`config.mk`:
```
export PLATFORM = sky130hd
export DESIGN_NAME = trig_dispatch
export DESIGN_NICKNAME = d
export VERILOG_FILES = /design/src/rtl/trig_dispatch_pkg.sv /design/src/rtl/trig_evt_route.sv /design/src/rtl/trig_chan_ctrl.sv /design/src/rtl/trig_ovr_bank.sv /design/src/rtl/trig_dispatch.sv
export SDC_FILE = /design/constraint.sdc
export NUM_CORES = 1
export LEC_CHECK = 0
export BUFFER_PORTS_ARGS = -buffer_cell sky130_fd_sc_hd__buf_2
export CAP_MARGIN = 20
export CORE_ASPECT_RATIO = 0.5
export CORE_UTILIZATION = 23
export DETAILED_ROUTE_END_ITERATION = 12
export MAX_ROUTING_LAYER = met4
export PLACE_DENSITY_LB_ADDON = 0.2
export SYNTH_ARGS = -nofsm -noshare
export SYNTH_HDL_FRONTEND = slang
export SYNTH_SLANG_ARGS = --single-unit
```
`constraint.sdc`:
```
create_clock -name clk_i -period 1.4 [get_ports clk_i]
set_clock_uncertainty 0.05 [all_clocks]
set_input_delay 0.14 -clock clk_i [delete_from_list [all_inputs] [get_ports clk_i]]
set_output_delay 0.14 -clock clk_i [all_outputs]
set_load 0.1 [all_outputs]
```
`src/rtl/trig_dispatch_pkg.sv`:
```
package trig_dispatch_pkg;

    // Channel roles; the index is the bit position on every per-channel bus.
    localparam int unsigned CH_COUNT = 4;
    localparam int unsigned CH_ADC   = 0;
    localparam int unsigned CH_TMR_A = 1;
    localparam int unsigned CH_TMR_B = 2;
    localparam int unsigned CH_EXT   = 3;

    // Phases of the fixed-shape pulse: idle, high cycle, low cycle.
    typedef enum logic [1:0] {
        PH_IDLE = 2'd0,
        PH_HIGH = 2'd1,
        PH_LOW  = 2'd2
    } pulse_phase_e;

    typedef struct packed {
        pulse_phase_e phase;
        logic         trig;
    } chan_state_t;

endpackage

```
`src/rtl/trig_evt_route.sv`:
```
module trig_evt_route #(
    parameter int NUM_SRC = 2,
    parameter int NUM_CH  = 4,
    parameter int SEL_W   = 2
) (
    input  logic [NUM_SRC-1:0]       evt_stb_i,
    input  logic [NUM_SRC*SEL_W-1:0] evt_sel_i,
    output logic [NUM_CH-1:0]        chan_req_o
);

    // Every channel ORs the strobes of all sources that point at it, so
    // two sources aimed at one channel in the same cycle merge into one request.
    for (genvar c = 0; c < NUM_CH; c++) begin : g_chan
        always_comb begin
            chan_req_o[c] = 1'b0;
            for (int s = 0; s < NUM_SRC; s++) begin
                if (evt_stb_i[s] && (evt_sel_i[s*SEL_W +: SEL_W] == SEL_W'(c))) begin
                    chan_req_o[c] = 1'b1;
                end
            end
        end
    end

endmodule

```
`src/rtl/trig_chan_ctrl.sv`:
```
module trig_chan_ctrl
    import trig_dispatch_pkg::*;
(
    input  logic clk_i,
    input  logic rst_ni,
    input  logic req_i,
    input  logic rdy_i,
    output logic trig_o,
    output logic ovr_set_o
);

    chan_state_t s_d, s_q;
    logic        ovr_set_d;

    always_comb begin
        s_d       = s_q;
        s_d.trig  = 1'b0;
        ovr_set_d = 1'b0;
        unique case (s_q.phase)
            PH_IDLE: begin
                if (req_i) begin
                    if (rdy_i) begin
                        s_d.phase = PH_HIGH;
                        s_d.trig  = 1'b1;
                    end else begin
                        ovr_set_d = 1'b1;   // generator still working
                    end
                end
            end
            PH_HIGH: begin
                s_d.phase = PH_LOW;
                ovr_set_d = req_i;          // pulse in flight
            end
            PH_LOW: begin
                s_d.phase = PH_IDLE;
                ovr_set_d = req_i;          // low cycle still pending
            end
            default: begin
                s_d.phase = PH_IDLE;
            end
        endcase
    end

    always_ff @(posedge clk_i or negedge rst_ni) begin
        if (!rst_ni) begin
            s_q <= '{phase: PH_IDLE, trig: 1'b0};
        end else begin
            s_q <= s_d;
        end
    end

    assign trig_o    = s_q.trig;
    assign ovr_set_o = ovr_set_d;

    // the pulse is high for a single cycle.
    assert_pulse_one_cycle_R2: assert property (@(posedge clk_i) disable iff (!rst_ni)
        trig_o |=> !trig_o);

    // after the pulse falls, it stays low for at least one more cycle.
    assert_low_gap_R2: assert property (@(posedge clk_i) disable iff (!rst_ni)
        $fell(trig_o) |=> !trig_o);

    // a rising pulse needs a request with ready high one cycle before.
    assert_pulse_needs_ready_R3: assert property (@(posedge clk_i) disable iff (!rst_ni)
        $rose(trig_o) |-> $past(req_i && rdy_i));

    // an idle, ready channel always takes its request.
    assert_idle_accepts_R6: assert property (@(posedge clk_i) disable iff (!rst_ni)
        (s_q.phase == PH_IDLE && req_i && rdy_i) |=> trig_o);

endmodule

```
`src/rtl/trig_ovr_bank.sv`:
```
module trig_ovr_bank #(
    parameter int NUM_CH = 4
) (
    input  logic              clk_i,
    input  logic              rst_ni,
    input  logic [NUM_CH-1:0] set_i,
    input  logic              clr_we_i,
    input  logic [NUM_CH-1:0] clr_mask_i,
    output logic [NUM_CH-1:0] flags_o
);

    typedef struct packed {
        logic [NUM_CH-1:0] flag;
    } ovr_state_t;

    ovr_state_t st_d, st_q;

    always_comb begin
        st_d = st_q;
        for (int i = 0; i < NUM_CH; i++) begin
            if (clr_we_i && clr_mask_i[i]) begin
                st_d.flag[i] = 1'b0;
            end
            if (set_i[i]) begin
                st_d.flag[i] = 1'b1;        // a set overrides a clear
            end
        end
    end

    always_ff @(posedge clk_i or negedge rst_ni) begin
        if (!rst_ni) begin
            st_q <= '0;
        end else begin
            st_q <= st_d;
        end
    end

    assign flags_o = st_q.flag;

    for (genvar i = 0; i < NUM_CH; i++) begin : g_chk
        // a flag without a matching clear write stays set.
        assert_sticky_R8: assert property (@(posedge clk_i) disable iff (!rst_ni)
            (flags_o[i] && !(clr_we_i && clr_mask_i[i])) |=> flags_o[i]);

        // a clear write without a set in that cycle empties the flag.
        assert_clear_works_R8: assert property (@(posedge clk_i) disable iff (!rst_ni)
            (clr_we_i && clr_mask_i[i] && !set_i[i]) |=> !flags_o[i]);

        // a set always lands, even when it meets a clear.
        assert_set_wins_R9: assert property (@(posedge clk_i) disable iff (!rst_ni)
            set_i[i] |=> flags_o[i]);
    end

endmodule

```
`src/rtl/trig_dispatch.sv`:
```
module trig_dispatch
    import trig_dispatch_pkg::*;
#(
    parameter  int NUM_SRC = 2,
    parameter  int NUM_CH  = CH_COUNT,
    localparam int SEL_W   = (NUM_CH > 1) ? $clog2(NUM_CH) : 1
) (
    input  logic                     clk_i,
    input  logic                     rst_ni,
    input  logic [NUM_SRC-1:0]       evt_stb_i,
    input  logic [NUM_SRC*SEL_W-1:0] evt_sel_i,
    input  logic [NUM_CH-1:0]        gen_rdy_i,
    input  logic                     clr_we_i,
    input  logic [NUM_CH-1:0]        clr_mask_i,
    output logic [NUM_CH-1:0]        trig_o,
    output logic [NUM_CH-1:0]        ovr_o
);

    logic [NUM_CH-1:0] chan_req;
    logic [NUM_CH-1:0] ovr_set;

    trig_evt_route #(
        .NUM_SRC (NUM_SRC),
        .NUM_CH  (NUM_CH),
        .SEL_W   (SEL_W)
    ) u_route (
        .evt_stb_i  (evt_stb_i),
        .evt_sel_i  (evt_sel_i),
        .chan_req_o (chan_req)
    );

    for (genvar c = 0; c < NUM_CH; c++) begin : g_ch
        trig_chan_ctrl u_ctrl (
            .clk_i     (clk_i),
            .rst_ni    (rst_ni),
            .req_i     (chan_req[c]),
            .rdy_i     (gen_rdy_i[c]),
            .trig_o    (trig_o[c]),
            .ovr_set_o (ovr_set[c])
        );

        // a request meeting a low ready shows up as a flag one cycle later.
        assert_ready_low_flags_R4: assert property (@(posedge clk_i) disable iff (!rst_ni)
            (chan_req[c] && !gen_rdy_i[c]) |=> ovr_o[c]);

        // a request meeting a low ready never yields a pulse.
        assert_ready_low_no_pulse_R4: assert property (@(posedge clk_i) disable iff (!rst_ni)
            (chan_req[c] && !gen_rdy_i[c]) |=> !trig_o[c]);
    end

    trig_ovr_bank #(
        .NUM_CH (NUM_CH)
    ) u_flags (
        .clk_i      (clk_i),
        .rst_ni     (rst_ni),
        .set_i      (ovr_set),
        .clr_we_i   (clr_we_i),
        .clr_mask_i (clr_mask_i),
        .flags_o    (ovr_o)
    );

endmodule

```
* Word-level counts from Yosys, hierarchy flattened
Index checks and enable logic that the tools add are counted.
Widths: inputs -> output; s select.
** Cells by class
- Add/subtract/negate cells :: 0
- Multipliers :: 0
- Div/mod/pow operators :: 0
- Magnitude comparators :: 0
- Equality and inequality tests :: 22
- Shifts and indexed selects :: 0
- Muxes and demuxes :: 44
- Bitwise operators :: 0
- Reductions and logical operators :: 30
** Operator list (number)
- $mux 1 :: 28
- $mux 3 :: 8
- $eq 2x2->1 const B :: 8
- $pmux 2 s2 :: 4
- $eq 2x1->1 const B :: 6
- $logic_and 1x1->1 :: 12
- $logic_not 2->1 :: 6
- $ne 2x1->1 const B :: 4
- $ne 2x2->1 const B :: 4
- $pmux 1 s2 :: 4
- $reduce_and 2->1 :: 4
- $reduce_bool 2->1 :: 4
- $reduce_or 2->1 :: 4
** Word-level totals
- Register bits after elaboration :: 16
- Latch bits :: 0
- RAM bits :: 0
- Memory bits (read-only) :: 0
- Bits of input ports :: 17
- Output and inout port bits :: 8
- Logic and storage cells :: 108
- Memories kept :: 0

* Longest topological paths before layout
- Depth after elaboration :: 7
- Gate-level depth with buffers :: 4
- Mapped depth without buffers :: 4

* Hierarchy
Synthesis repeated with hierarchy kept, for this count alone.
** Unflattened totals
- Cells, all modules :: 95
- Area, all modules :: 1007.2 sq um
** Modules (own cells, without submodules)
- trig_chan_ctrl :: instances 4, cells an instance 18, area each 198.9 sq um, seq. area each 75.1 sq um
- trig_ovr_bank :: instances 1, cells an instance 12, area each 145.1 sq um, seq. area each 100.1 sq um
- trig_evt_route :: instances 1, cells an instance 11, area each 66.3 sq um, seq. area each 0.0 sq um

* Worst setup path before layout
Ideal clock, no wire load.
- Path type :: flip-flop to flip-flop
- Start :: reg u_flags.flags_o[1] (netlist name)
- End :: reg u_flags.st_q, in the netlist u_flags.flags_o[1]
- Library setup time :: 95 ps
- Arrival :: 1083 ps
- Required time :: 1255 ps
- Path slack :: 172 ps
- Cell stages (with the launch flop) :: 3
- Path buffers :: 0
- Clock period less this slack :: 1228 ps
- Cells stage by stage :: dfrtp_1 nand2_1 o31ai_1
** RTL lines
- to (signal assigned) :: RTL line trig_ovr_bank.sv:34 : st_q <= st_d;
- to (decl) :: RTL line trig_ovr_bank.sv:16 : ovr_state_t st_d, st_q;

* Worst setup path after layout
- Start :: reg g_ch[2].u_ctrl.s_q[1] in the netlist's numbering
- End :: reg g_ch[2].u_ctrl.s_q[2] in the netlist's numbering
** Between the ends
- Word-level cells in the longest chain between the ends :: 3
- Elaborated cells on any way between the ends :: 6
- Classes of those cells :: 3 x eq/ne; 1 x mux; 2 x reduce/logical
** Ends and longest elaborated chain
- from (decl) :: RTL line trig_chan_ctrl.sv:12 : chan_state_t s_d, s_q;
- from (signal assigned) :: RTL line trig_chan_ctrl.sv:46 : s_q <= '{phase: PH_IDLE, trig: 1'b0};
- $logic_not 2->1 :: RTL line trig_chan_ctrl.sv:19 : unique case (s_q.phase)
- $ne 2x1->1 (no line) / $ne 2x2->1 (equally long branches)
- $reduce_and 2->1 (no line)
Parallel ways exist; a longest one is shown, timed or not.
A chain may end at the register's enable or synchronous reset.

==> results.py <==
metrics = {
    "final_layout": {
        "final.fill_count": 432,
        "syn_to_final_growth_pct": 25.83,
        "final_util_pct": 30.91,
        "nNetsFinal": 160,
        "drive_gt1_share_pct": 27.91,
        "diodes": 0,
        "design_area_um2": 1237,
    },
    "grt": {
        "use_met1_pct": 12.38,
        "grt_pass1_wl_um": 3367,
        "grt_use_total_pct": 10.12,
        "antenna_found_initial": 0,
        "grt_util_met3_pct": 3.427,
        "grt_max_degree": 17,
        "grt_busiest_layer": "met2",
        "grt_pass1_vias": 719,
        "grt_overflow": 0,
        "met2_usage_pct": 16.81,
    },
    "die": {
        "initial_core_util_pct": 24.56,
        "die_w_um": 94.48,
        "die_y_um": 48.24,
        "die-area_um2": 4557,
        "io_pins": 25,
        "rows": 16,
        "core_area_um2": 4004,
    },
    "sta": {
        "holdWs_ns": 0.1043,
        "timing_hold_violations_final": 0,
        "slew_violations": 0,
        "fmax_mhz": 776.4,
        "max_slew_margin_pct": 67.24,
        "min_period_ns": 1.288,
        "rsz0062_at_grt": "false",
        "setup_viol": 0,
        "worst_slew_pin_slew_ns": 0.4948,
        "fin_crit_sh_pct": 92.00,
        "setup_tns_ns": 0,
    },
    "synthesis": {
        "yosysUniqueCellTypes": 22,
        "ys_ff_latch": 16,
        "postSynth.asyncResetShare_pct": 100.0,
        "synth_fp_nets": 128,
        "avgSynthCellArea_um2": 9.934,
        "synth_area_leader_cell": "dfrtp_1",
        "yosysTopAreaCellShare_pct": 40.71,
        "synth_edf_count": 0,
        "syn_inst": 99,
        "synth.area.top_cells": "dfrtp_1 41%, ha_1 15%, nand2_1 6.1%, inv_1 4.6%, nand4b_1 3.6%",
        "ys_seq_area_share_pct": 40.71,
        "ys.flop_type": "dfrtp_1",
        "synth_area_um2": 983.4,
        "synth_warnings": 0,
    },
    "hold_path": {
        "hp-class": "primary input to register",
    },
    "placed_design": {
        "gp_congestion": 0.7292,
        "dpl.hpwl_um": 1539,
        "io_buffers": 24,
        "dpl_cell_area_um2": 1186,
    },
    "setup_path": {
        "r2r_slack_ns": 0.11,
        "crit_fanout": 4,
        "worstPathArrival_ns": 1.37,
        "end_kind": "register",
        "crit_required_ns": 1.48,
        "crit_path_start_kind": "register",
        "criticalPathCategory": "register to register",
    },
    "power_and_ir_drop": {
        "power_density_nw_per_um2": 1822,
        "power.total_mw": 2.255,
        "power.leakage_nw": 0.6611,
        "ir_worst_vdd_mv": 0.3594,
    },
    "clocking": {
        "htreeDepth": 1,
        "cts.clk_slew.worst_paths_ns": 0.06,
        "ctsHoldBuffers": 1,
        "post_cts_buffers": 0,
        "clk_latency_ns": 0.24,
        "cts-resized-gates": 0,
        "clock_sinks": 16,
        "cts_root_buf": "clkbuf_8",
        "cts_buffers": 3,
        "tritoncts": "done",
        "clk_path_buf_depth": 2,
    },
    "routing": {
        "viasPerCell": 4.175,
        "drc_errors": 0,
        "wl_per_cell_um": 10.68,
        "ant_nets": 0,
        "dr_total_vias": 764,
        "drt_iter0_markers": 12,
        "first_pass_iters": 4,
        "wl_um": 1955,
    },
    "outcome": {
        "status": "complete, no violations",
    },
    "flow_run": {
        "maxCapViolations": 0,
    },
}
## layer usage
| layer | vias to the layer above | share of wire, % | wire [um] |
|---|---|---|---|
| li1 | 399 | - | - |
| met1 | 357 | 48 | 938 |
| met2 | 8 | 48 | 929 |
| met3 | 0 | 4.4 | 86 |
| met4 | 0 | 0 | 0 |
| met5 | - | 0 | 0 |
## critical path: stages (launching register included)
cell,delay [ns]
dfrtp_1,0.40
inv_1,0.06
ha_1,0.24
nand3_1,0.11
mux2_1,0.32
## worst paths after layout
path                                       startpoint               endpoint  depth (start not counted)
worst max-delay path            g_ch[2].u_ctrl.s_q[1]  g_ch[2].u_ctrl.s_q[2]                          4
max in group asynchronous                      rst_ni     u_flags.flags_o[0]                          2
min in group asynchronous                      rst_ni  g_ch[3].u_ctrl.s_q[1]                          2
worst max register to register  g_ch[2].u_ctrl.s_q[1]  g_ch[2].u_ctrl.s_q[2]                          4
worst min-delay path                    clr_mask_i[2]     u_flags.flags_o[2]                          4
worst min register to register     u_flags.flags_o[1]     u_flags.flags_o[1]                          2
## kinds of logic (layout without fill, tap and decap cells)
| kind of cell | Yosys count | in the layout | share of synthesized area (%) |
|---|---|---|---|
| compound gates | 15 | 15 | 10.56 |
| fa+ha+maj | 12 | 12 | 15.27 |
| buf+inv | 16 | 46 | 7.633 |
| flops | 16 | 16 | 40.71 |
| mux | 4 | 4 | 4.961 |
| simple gates | 36 | 36 | 20.86 |
## cell usage in the layout (no fill, tap or decap), types with 3 or more instances in the layout
cell and instances:
nand3_1 3, buf_2 24, clkbuf_8 3, nand4b_1 4, o21a_1 4, inv_1 12, o31ai_1 4, and2_1 4
nand2_1 16, dfrtp_1 16, a21oi_1 4, ha_1 12, buf_4 6
## report_power, final
part           leakage (nW)  switching [mW]  internal [mW]
clock network        0.0216           0.155          0.191
logic                 0.430           0.814          0.359
registers             0.210           0.113          0.622
total                 0.661            1.08           1.17
## flip-flops by register name, indices dropped and copies added (netlist names)
| name | flops |
|---|---|
| g_ch.u_ctrl.s_q | 8 |
| g_ch.u_ctrl.trig_o | 4 |
| u_flags.flags_o | 4 |
## area by class of cell
cell class,instances,area [um2],area share (%)
clock buffer,3,41.29,3.337
inverter,12,45.04,3.640
multi-input combinational,67,508.0,41.05
sequential,16,400.4,32.36
tap,54,67.56,5.460
timing repair buffer,31,175.2,14.16
## through the flow
stage,setup slack (ns),cells
after global placement,0.05834,179
final,0.1119,183
after CTS,0.1177,183
after global routing,0.03033,183
after detailed placement,0.05193,179
after floorplan,0.1720,99
## Yosys cell counts (2+ instances only)
| cell type | n |
|---|---|
| o31ai_1 | 4 |
| buf_4 | 4 |
| o22a_1 | 2 |
| or4bb_1 | 2 |
| nor3b_1 | 2 |
| and2_1 | 4 |
| nand2_1 | 16 |
| a21oi_1 | 4 |
| nand3_1 | 3 |
| o21a_1 | 4 |
| nand4_1 | 2 |
| inv_1 | 12 |
| mux2_1 | 2 |
| ha_1 | 12 |
| nand4b_1 | 4 |
| dfrtp_1 | 16 |
(Power assumes the default switching activity.)
